[src/rtl/fwd_pkg.sv]
// Shared encodings for the forwarding unit.
// Assumes: a two-bit select drives a three-input bypass multiplexer.
package fwd_pkg;
    typedef enum logic [1:0] {
        SRC_REGFILE = 2'd0,
        SRC_EXMEM   = 2'd1,
        SRC_MEMWB   = 2'd2
    } src_sel_e;
endpackage

[src/rtl/fwd_operand_sel.sv]
// Picks the bypass source for one execute-stage operand.
// Assumes: a load in the execute/memory register has no data yet, so it is
// never a source; the younger stage wins when both match.
module fwd_operand_sel
    import fwd_pkg::*;
#(
    parameter int REG_W = 5
) (
    input  logic [REG_W-1:0] src_idx,
    input  logic             exm_wr,
    input  logic             exm_ld,
    input  logic [REG_W-1:0] exm_rd,
    input  logic             mwb_wr,
    input  logic [REG_W-1:0] mwb_rd,
    output src_sel_e         sel
);
    logic src_live;
    logic hit_exm;
    logic hit_mwb;

    // Compare the source against both producers and apply priority.
    always_comb begin
        src_live = (src_idx != '0);
        hit_exm  = src_live && exm_wr && !exm_ld && (exm_rd == src_idx);
        hit_mwb  = src_live && mwb_wr && (mwb_rd == src_idx);
        if (hit_exm)
            sel = SRC_EXMEM;
        else if (hit_mwb)
            sel = SRC_MEMWB;
        else
            sel = SRC_REGFILE;
    end
endmodule

[src/rtl/fwd_store_sel.sv]
// Memory-stage write-data select: routes a just-loaded value into a store.
// Assumes: the load sits in memory/write-back while the store is in memory.
module fwd_store_sel #(
    parameter int REG_W = 5
) (
    input  logic             st_valid,
    input  logic [REG_W-1:0] st_src,
    input  logic             ld_valid,
    input  logic             ld_wr,
    input  logic [REG_W-1:0] ld_rd,
    output logic             use_load
);
    // Match the store data source to the load destination.
    always_comb begin
        use_load = st_valid && ld_valid && ld_wr
                   && (ld_rd != '0) && (ld_rd == st_src);
    end
endmodule

[src/rtl/fwd_load_interlock.sv]
// Detects a load in execute whose result the decode instruction needs as an
// ALU operand one cycle too early.
// Assumes: store data is patched later through the memory-stage path.
module fwd_load_interlock #(
    parameter int REG_W = 5
) (
    input  logic             ld_valid,
    input  logic             ld_wr,
    input  logic [REG_W-1:0] ld_rd,
    input  logic [REG_W-1:0] use_a,
    input  logic             use_a_en,
    input  logic [REG_W-1:0] use_b,
    input  logic             use_b_en,
    input  logic             use_is_store,
    output logic             hazard
);
    logic ld_live;
    logic dep_a;
    logic dep_b;

    // Raise the hazard when an operand in use needs the pending load.
    always_comb begin
        ld_live = ld_valid && ld_wr && (ld_rd != '0);
        dep_a   = use_a_en && (use_a == ld_rd);
        dep_b   = use_b_en && !use_is_store && (use_b == ld_rd);
        hazard  = ld_live && (dep_a || dep_b);
    end
endmodule

[src/rtl/fwd_hazard_unit.sv]
// Top of the forwarding and interlock logic. Purely combinational.
// Assumes: register 0 reads as zero; ALU, register file, memories are outside.
module fwd_hazard_unit
    import fwd_pkg::*;
#(
    parameter int REG_W = 5
) (
    input  logic [REG_W-1:0] id_rs1,
    input  logic             id_rs1_used,
    input  logic [REG_W-1:0] id_rs2,
    input  logic             id_rs2_used,
    input  logic             id_is_store,
    input  logic [REG_W-1:0] ex_rs1,
    input  logic [REG_W-1:0] ex_rs2,
    input  logic [REG_W-1:0] ex_rd,
    input  logic             ex_wr_en,
    input  logic             ex_is_load,
    input  logic [REG_W-1:0] mem_rd,
    input  logic             mem_wr_en,
    input  logic             mem_is_load,
    input  logic             mem_is_store,
    input  logic [REG_W-1:0] mem_rs2,
    input  logic [REG_W-1:0] wb_rd,
    input  logic             wb_wr_en,
    input  logic             wb_is_load,
    output logic [1:0]       alu_a_sel,
    output logic [1:0]       alu_b_sel,
    output logic             st_data_sel,
    output logic             pc_hold,
    output logic             ifid_hold,
    output logic             idex_bubble
);
    localparam int NUM_SRC = 2;

    logic [REG_W-1:0] src_vec [NUM_SRC];
    src_sel_e         sel_vec [NUM_SRC];
    logic             stall_w;

    // Gather the execute sources into an indexable array.
    always_comb begin
        src_vec[0] = ex_rs1;
        src_vec[1] = ex_rs2;
    end

    generate
        for (genvar g = 0; g < NUM_SRC; g++) begin : g_opnd
            fwd_operand_sel #(.REG_W(REG_W)) u_sel (
                .src_idx (src_vec[g]),
                .exm_wr  (mem_wr_en),
                .exm_ld  (mem_is_load),
                .exm_rd  (mem_rd),
                .mwb_wr  (wb_wr_en),
                .mwb_rd  (wb_rd),
                .sel     (sel_vec[g])
            );
        end
    endgenerate

    fwd_store_sel #(.REG_W(REG_W)) u_st (
        .st_valid (mem_is_store),
        .st_src   (mem_rs2),
        .ld_valid (wb_is_load),
        .ld_wr    (wb_wr_en),
        .ld_rd    (wb_rd),
        .use_load (st_data_sel)
    );

    fwd_load_interlock #(.REG_W(REG_W)) u_lk (
        .ld_valid     (ex_is_load),
        .ld_wr        (ex_wr_en),
        .ld_rd        (ex_rd),
        .use_a        (id_rs1),
        .use_a_en     (id_rs1_used),
        .use_b        (id_rs2),
        .use_b_en     (id_rs2_used),
        .use_is_store (id_is_store),
        .hazard       (stall_w)
    );

    // Drive the operand selects and fan the stall out to its three users.
    always_comb begin
        alu_a_sel   = sel_vec[0];
        alu_b_sel   = sel_vec[1];
        pc_hold     = stall_w;
        ifid_hold   = stall_w;
        idex_bubble = stall_w;
    end
endmodule

[config.mk]
export PLATFORM = sky130hd
export DESIGN_NAME = fwd_hazard_unit
export DESIGN_NICKNAME = d
export VERILOG_FILES = /design/src/rtl/fwd_pkg.sv /design/src/rtl/fwd_operand_sel.sv /design/src/rtl/fwd_store_sel.sv /design/src/rtl/fwd_load_interlock.sv /design/src/rtl/fwd_hazard_unit.sv
export SDC_FILE = /design/constraint.sdc
export NUM_CORES = 1
export LEC_CHECK = 0
export BUFFER_PORTS_ARGS = -buffer_cell sky130_fd_sc_hd__buf_2
export CAP_MARGIN = 15
export CORE_UTILIZATION = 40
export DETAILED_ROUTE_END_ITERATION = 8
export GPL_TIMING_DRIVEN = 1
export PLACE_DENSITY = 0.91
export SYNTH_ARGS = -nofsm -noshare
export SYNTH_HDL_FRONTEND = slang
export SYNTH_HIERARCHICAL = 1
export SYNTH_SLANG_ARGS = --single-unit
[constraint.sdc]
create_clock -name vclk -period 3.7
set_input_delay 0.74 -clock vclk [all_inputs]
set_output_delay 0.74 -clock vclk [all_outputs]
set_load 0.01 [all_outputs]
# Word-level counts from Yosys, hierarchy flattened
# Cells that the tools add are included.
totals:
  reg_bits: 0
  wordCells: 38
  output_inout_bits: 8
op_classes:
  n_reduce_logical: 27
  eq_ne: 7
  mux: 4
op_table:
  columns: ["cell", "n"]
  rows:
  - ["== test 5 bit", 7]
  - ["logical AND 1 bit", 20]
  - ["nonzero test 5 bit", 4]
  - ["two-way mux 2 bit", 4]
  - ["zero test 1 bit", 2]
  - ["logical OR 1 bit", 1]

# Longest topological paths before layout
# Gate-level depths: netlist of the first run.
logic_depth:
  ltp_word: 5
  mapped_depth: 5
  ltp_nobuf: 4

# Cells and area by module
# The synthesis of the first run kept the hierarchy.
modules_own_cells:
  columns: ["mod", "area_per_inst_um2", "instances", "cells_per_inst"]
  rows:
  - ["fwd_operand_sel", 155.1, 2, 19]
  - ["fwd_load_interlock", 138.9, 1, 17]
  - ["fwd_store_sel", 72.6, 1, 10]
  - ["fwd_hazard_unit", 15.0, 1, 2]

# Worst setup path after synthesis of the first run
# Ideal clock, no wire load.
synth_path:
  path_kind: "input -> output"
  from: "in ex_rs1[1]"
  to: "out alu_a_sel[1]"
  slack_ns: 1.147
  arrival_ns: 1.813
  cell_stages: 4
  path_cell_list: "or4_1 nor2_2 nor3_2 nor4_2"
synth_between:
  elab_chain_len: 5
  word_cells_on_any_way: 10
synth_lines:
  columns: ["element", "line", "text"]
  rows:
  - ["start: declaration", "fwd_hazard_unit.sv:13", "input logic [REG_W-1:0] ex_rs1,"]
  - ["nonzero test 5 bit", "fwd_operand_sel.sv:23", "src_live = (src_idx != '0);"]
  - ["logical AND 1 bit (2 in series)", "fwd_operand_sel.sv:24", "hit_exm = src_live && exm_wr && !exm_ld && (exm_rd == src_idx);"]
  - ["logical AND 1 bit *", "fwd_operand_sel.sv:24", null]
  - ["via g_opnd[0].u_sel.hit_exm", "fwd_operand_sel.sv:18", "logic hit_exm;"]
  - ["two-way mux 2 bit *", "fwd_operand_sel.sv:26", "if (hit_exm)"]
  - ["end: declaration", "fwd_hazard_unit.sv:26", "output logic [1:0] alu_a_sel,"]
# Mark *: on every way through the listed nets, which the timed path passes. The rest lies on a longest branch.

# Worst setup path in the final report of the first run
layout_path:
  from: "in ex_rs1[1]"
  to: "out alu_a_sel[1]"
layout_between:
  elab_chain_len: 5
  word_cells_on_any_way: 10
layout_lines:
  columns: ["element", "line"]
  rows:
  - ["nonzero test 5 bit", "fwd_operand_sel.sv:23"]
  - ["logical AND 1 bit, on equally long branches (2 in series)", "fwd_operand_sel.sv:25, fwd_operand_sel.sv:24"]
  - ["two-way mux 2 bit or logical AND 1 bit (tied branches)", "fwd_operand_sel.sv:28, fwd_operand_sel.sv:24"]
  - ["two-way mux 2 bit *", "fwd_operand_sel.sv:26"]
# Mark *: on every way between the ends. The rest lies on a longest branch, timed or not.

==> reports/metrics.cfg, run 1 <==
[outcome]
outcome = finished, final reports clean

[routing]
wirelength_um = 1600
dr.pass1.iters = 4
antenna_left = 0
drtIter0Drc = 2
vias = 697
vias_per_cell = 5.16
drc = 0
wire_per_inst_um = 11.8

[grt]
antenna_found_initial = 0
grt_pass1_wl_um = 2380
grt_start_max_net_pins = 5
first_global_vias = 598
grt_overflow = 0
grtUsageTotal_pct = 22.2

[worst_hold_path]
hp-start = ex_is_load
hold_class = in -> out

[floorplan]
io_pins = 58
rows = 12
die_h_um = 38.6
fp.dieArea_um2 = 1490
start_util_pct = 45.8
core-area_um2 = 1170
die_x_um = 38.6

[yosys]
postSynthAreaPerCell_um2 = 8.01
netlist_top_cells_count = xnor2_1, xor2_1, nand4_1
synthTopCellsByArea = xnor2_1, xor2_1, nand4_1
netlist.area_leader.share_pct = 44.1
synth_top_area_cell = xnor2_1
yosysSeqAreaShare_pct = 0
yosys_warnings = 6
synth_area_um2 = 537
yosysMostFrequentCell = xnor2_1
syn_inst = 67
synthesis.nets = 117
synth.distinct_cells = 17

[pwr]
p_switching_mw = 0.0390
power_frac_comb_pct = 100.0
peakVddDrop_mv = 0.0531
p_leak_nw = 0.363
swShare_pct = 45.7
power_density_nw_per_um2 = 105
p_clk_share_pct = 0
internal_power_mw = 0.0463
total_power_mw = 0.0853
pwr-share-seq_pct = 0

[cells_and_area]
drive_gt1_share_pct = 53.7
final_nets = 173
fin_area_um2 = 815
clockBufferCount = 0
n_antenna_cell = 0
utilization_pct = 69.6
design.seq.count = 0
area.growth.synth_to_final_pct = 51.7
layout.area.seq_um2 = 0
n_fill_cell = 95

[critical_path]
crit_fanout = 3
path_cells = buf_2 > or4_1 > nor2_2 > nor3_2 > nor4_2 > buf_2
cp_num_buf_inv = 2
crit_top_cell = buf_2
cp.required_ps = 2960
startpoint = ex_rs1[1]
crit_path_max_incr_delay_ps = 530
worstSetupPathType = in -> out
worst_setup_path_end_kind = primary output
critPathTopFamily = simple AND/OR/NAND/NOR gates
cp-start-kind = input pin
critPathSlowestCell = or4_1
critPathArrivalTime_ps = 2030

[sta]
maxSlewHeadroom_pct = 75.4
slew_viol_final = 0
finalCritPeriodShare_pct = 74.9
finalSetupTns_ps = 0
setup_violations = 0
tightest_slew_ps = 366
rsz0062_at_grt = false
setup_ws_ps = 930
hold_violations = 0
fin_crit_ps = 2770
fmax_mhz = 361

[cts]
cts_setup_buffers = 0
cts_resized = 0
cts_hold_buffers = 0

[placed_design]
dp_hpwl_um = 1460
pre_cts_slack_ps = 928
place_area_um2 = 815
gp_congestion = 0.764
placement.io_buffers = 58

[flow_run]
cap_viol_max_count = 0

placed cells by master (no fill, tap or decap), types with 2 or more instances in the layout:
master / instances
buf_2: 58
xnor2_1: 27
xor2_1: 8
nand4_1: 6
or4_1: 4
nor2_2: 2
nand3b_1: 2
nor3_2: 2
nand2_1: 2
nor4_2: 2
nor4_1: 2
area by class of cell:
type / instances / area [µm²] / share of cell area [%]
multi-input combinational: 63 / 507 / 62.2
timing repair buffer: 58 / 290 / 35.6
tap: 14 / 17.5 / 2.15
power groups by stage:
stage / clock, mW / sequential [mW] / combinational (mW)
floorplan: 0 / 0 / 0.0402
global placement: 0 / 0 / 0.0810
detailed placement: 0 / 0 / 0.0854
CTS: 0 / 0 / 0.0857
global route: 0 / 0 / 0.0938
finish: 0 / 0 / 0.0853
kinds of logic (layout without fill, tap and decap cells):
| kind of cell | Yosys count | after routing | share of synthesized area (%) |
|---|---|---|---|
| AND/OR/NAND/NOR | 26 | 26 | 34.0 |
| XOR/XNOR | 35 | 35 | 57.1 |
| buffers and inverters | 4 | 58 | 5.59 |
| AO/OA/AOI/OAI | 2 | 2 | 3.26 |
per-stage QoR:
stage	cells	hold slack (ps)
after floorplan	67	1580
after global placement	135	1810
after detailed placement	135	1810
after CTS	135	1810
after global routing	135	1850
final	135	1810
path summary, 6_finish.rpt:
kind                           end  cells after the start
worst max-delay path  alu_a_sel[1]                      6
worst min-delay path       pc_hold                      4
layer usage:
metal,vias up,part of all wire (%),GRT usage [%]
li1,347,-,-
met1,307,33,21.6
met2,43,56,50.4
met3,0,11,1.73
met4,0,0,0
met5,-,0,0
(Power assumes the default switching activity.)
==> inputs of run 2 (changes only) <==
--- a/config.mk
+++ b/config.mk
@@ -7,10 +7,10 @@
 export LEC_CHECK = 0
 export BUFFER_PORTS_ARGS = -buffer_cell sky130_fd_sc_hd__buf_2
 export CAP_MARGIN = 15
-export CORE_UTILIZATION = 40
+export CORE_UTILIZATION = 37
 export DETAILED_ROUTE_END_ITERATION = 8
 export GPL_TIMING_DRIVEN = 1
-export PLACE_DENSITY = 0.91
+export PLACE_DENSITY = 0.85
 export SYNTH_ARGS = -nofsm -noshare
 export SYNTH_HDL_FRONTEND = slang
 export SYNTH_HIERARCHICAL = 1
==> constraint.sdc (replaced) <==
create_clock -name vclk -period 2.6
set_input_delay 0.52 -clock vclk [all_inputs]
set_output_delay 0.52 -clock vclk [all_outputs]
set_load 0.01 [all_outputs]
==> run 2 against run 1 <==
Net effect:
- worst hold slack lost 440 ps
- highest routed layer unchanged
- global-route usage shrank 3.2 points
- largest power group unchanged
- count of clock-buffer cells in the layout is the same
- critical path depth is the same
- non-clock buffer count is the same
- sequential share of layout area is the same
- cell count grew 0.74%
- die area grew 7.7%
- wire length shrank 2.4%
==> reports/metrics.cfg, run 2 (synthesized netlist as in run 1, its figures left out) <==
[critical_path]
crit_top_cell = buf_2
crit_path_max_incr_delay_ps = 530
path_cells = buf_2 > or4_1 > nor2_2 > nor3_2 > nor4_2 > buf_2
cp-start-kind = input pin
critPathSlowestCell = or4_1
worst_setup_path_end_kind = primary output
startpoint = ex_rs1[1]
worstSetupPathType = in -> out
critPathArrivalTime_ps = 1870
crit_fanout = 3
cp.required_ps = 2080

[grt]
grt_overflow = 0
grt_start_max_net_pins = 5
grt_pass1_wl_um = 2170
grtUsageTotal_pct = 19.1
antenna_found_initial = 0
first_global_vias = 603

[floorplan]
core-area_um2 = 1320
rows = 13
fp.dieArea_um2 = 1610
die_h_um = 40.1
start_util_pct = 40.7
io_pins = 58
die_x_um = 40.1

[pwr]
peakVddDrop_mv = 0.0988
p_leak_nw = 0.363
power_density_nw_per_um2 = 147
total_power_mw = 0.120

[sta]
setup_ws_ps = 213
hold_violations = 0
finalSetupTns_ps = 0
setup_violations = 0
fin_crit_ps = 2390
slew_viol_final = 0
fmax_mhz = 419
maxSlewHeadroom_pct = 79.9
finalCritPeriodShare_pct = 91.8
tightest_slew_ps = 299
rsz0062_at_grt = false

[cts]
cts_hold_buffers = 0
cts_resized = 0
cts_setup_buffers = 0

[cells_and_area]
n_fill_cell = 134
utilization_pct = 61.9
clockBufferCount = 0
area.growth.synth_to_final_pct = 52.0
final_common_cell = buf_2
layout.area.seq_um2 = 0
design.seq.count = 0
n_antenna_cell = 0
multiInputGateArea_um2 = 507
fin_area_um2 = 816
final_nets = 173
final_cell_mix = buf_2, xnor2_1, xor2_1
drive_gt1_share_pct = 53.7

[placed_design]
gp_congestion = 0.752
dp_hpwl_um = 1430
place_area_um2 = 816
pre_cts_slack_ps = 232
placement.io_buffers = 58

[worst_hold_path]
hold_class = in -> out
worstHoldPathCells = 4
hp-start = wb_is_load

[routing]
top_layer = met3
vias_per_cell = 5.11
wl_met1_um = 512
wirelength_um = 1560
antenna_left = 0
drtIter0Drc = 4
wl_met3_um = 211
wl_met2_um = 835
vias = 695
wire_per_inst_um = 11.5
drc = 0
dr.pass1.iters = 4

[flow_run]
cap_viol_max_count = 0

[outcome]
outcome = finished, final reports clean

==> run 2: cell counts in the layout (fill, tap and decap cells not counted) <==
No cell type changed its count.
==> run 2: worst paths after layout <==
kind	slack (ps)	endpoint
worst max-delay path	210	alu_a_sel[1]
worst min-delay path	1370	st_data_sel
==> run 2: critical path, delay by kind of cell <==
family                 cells  cell delay [ps]
and+or+nand+nor            4             1040
buffers and inverters      2              310
==> run 2: layout make-up <==
cell class         count  share of cell area (%)
well taps             15                    2.30
repair buffers        58                    35.6
multi-input cells     63                    62.1
==> run 2: metal layers <==
| metal | track usage (%) | vias up |
|---|---|---|
| met3 | 2.22 | 0 |
| met2 | 46.8 | 46 |
| met5 | 0 | - |
| met1 | 15.3 | 302 |
| met4 | 0 | 0 |
| li1 | - | 347 |
==> run 2: through the flow <==
stage / hold slack [ps] / instances
finish: 1370 / 136
global route: 1380 / 136
CTS: 1380 / 136
detailed placement: 1380 / 136
global placement: 1380 / 136
floorplan: 1140 / 67
==> run 2: power by group <==
group | total [mW] | switching [mW] | internal [mW] | leakage, nW
Clock | 0 | 0 | 0 | 0
Sequential | 0 | 0 | 0 | 0
Combinational | 0.120 | 0.0538 | 0.0659 | 0.363
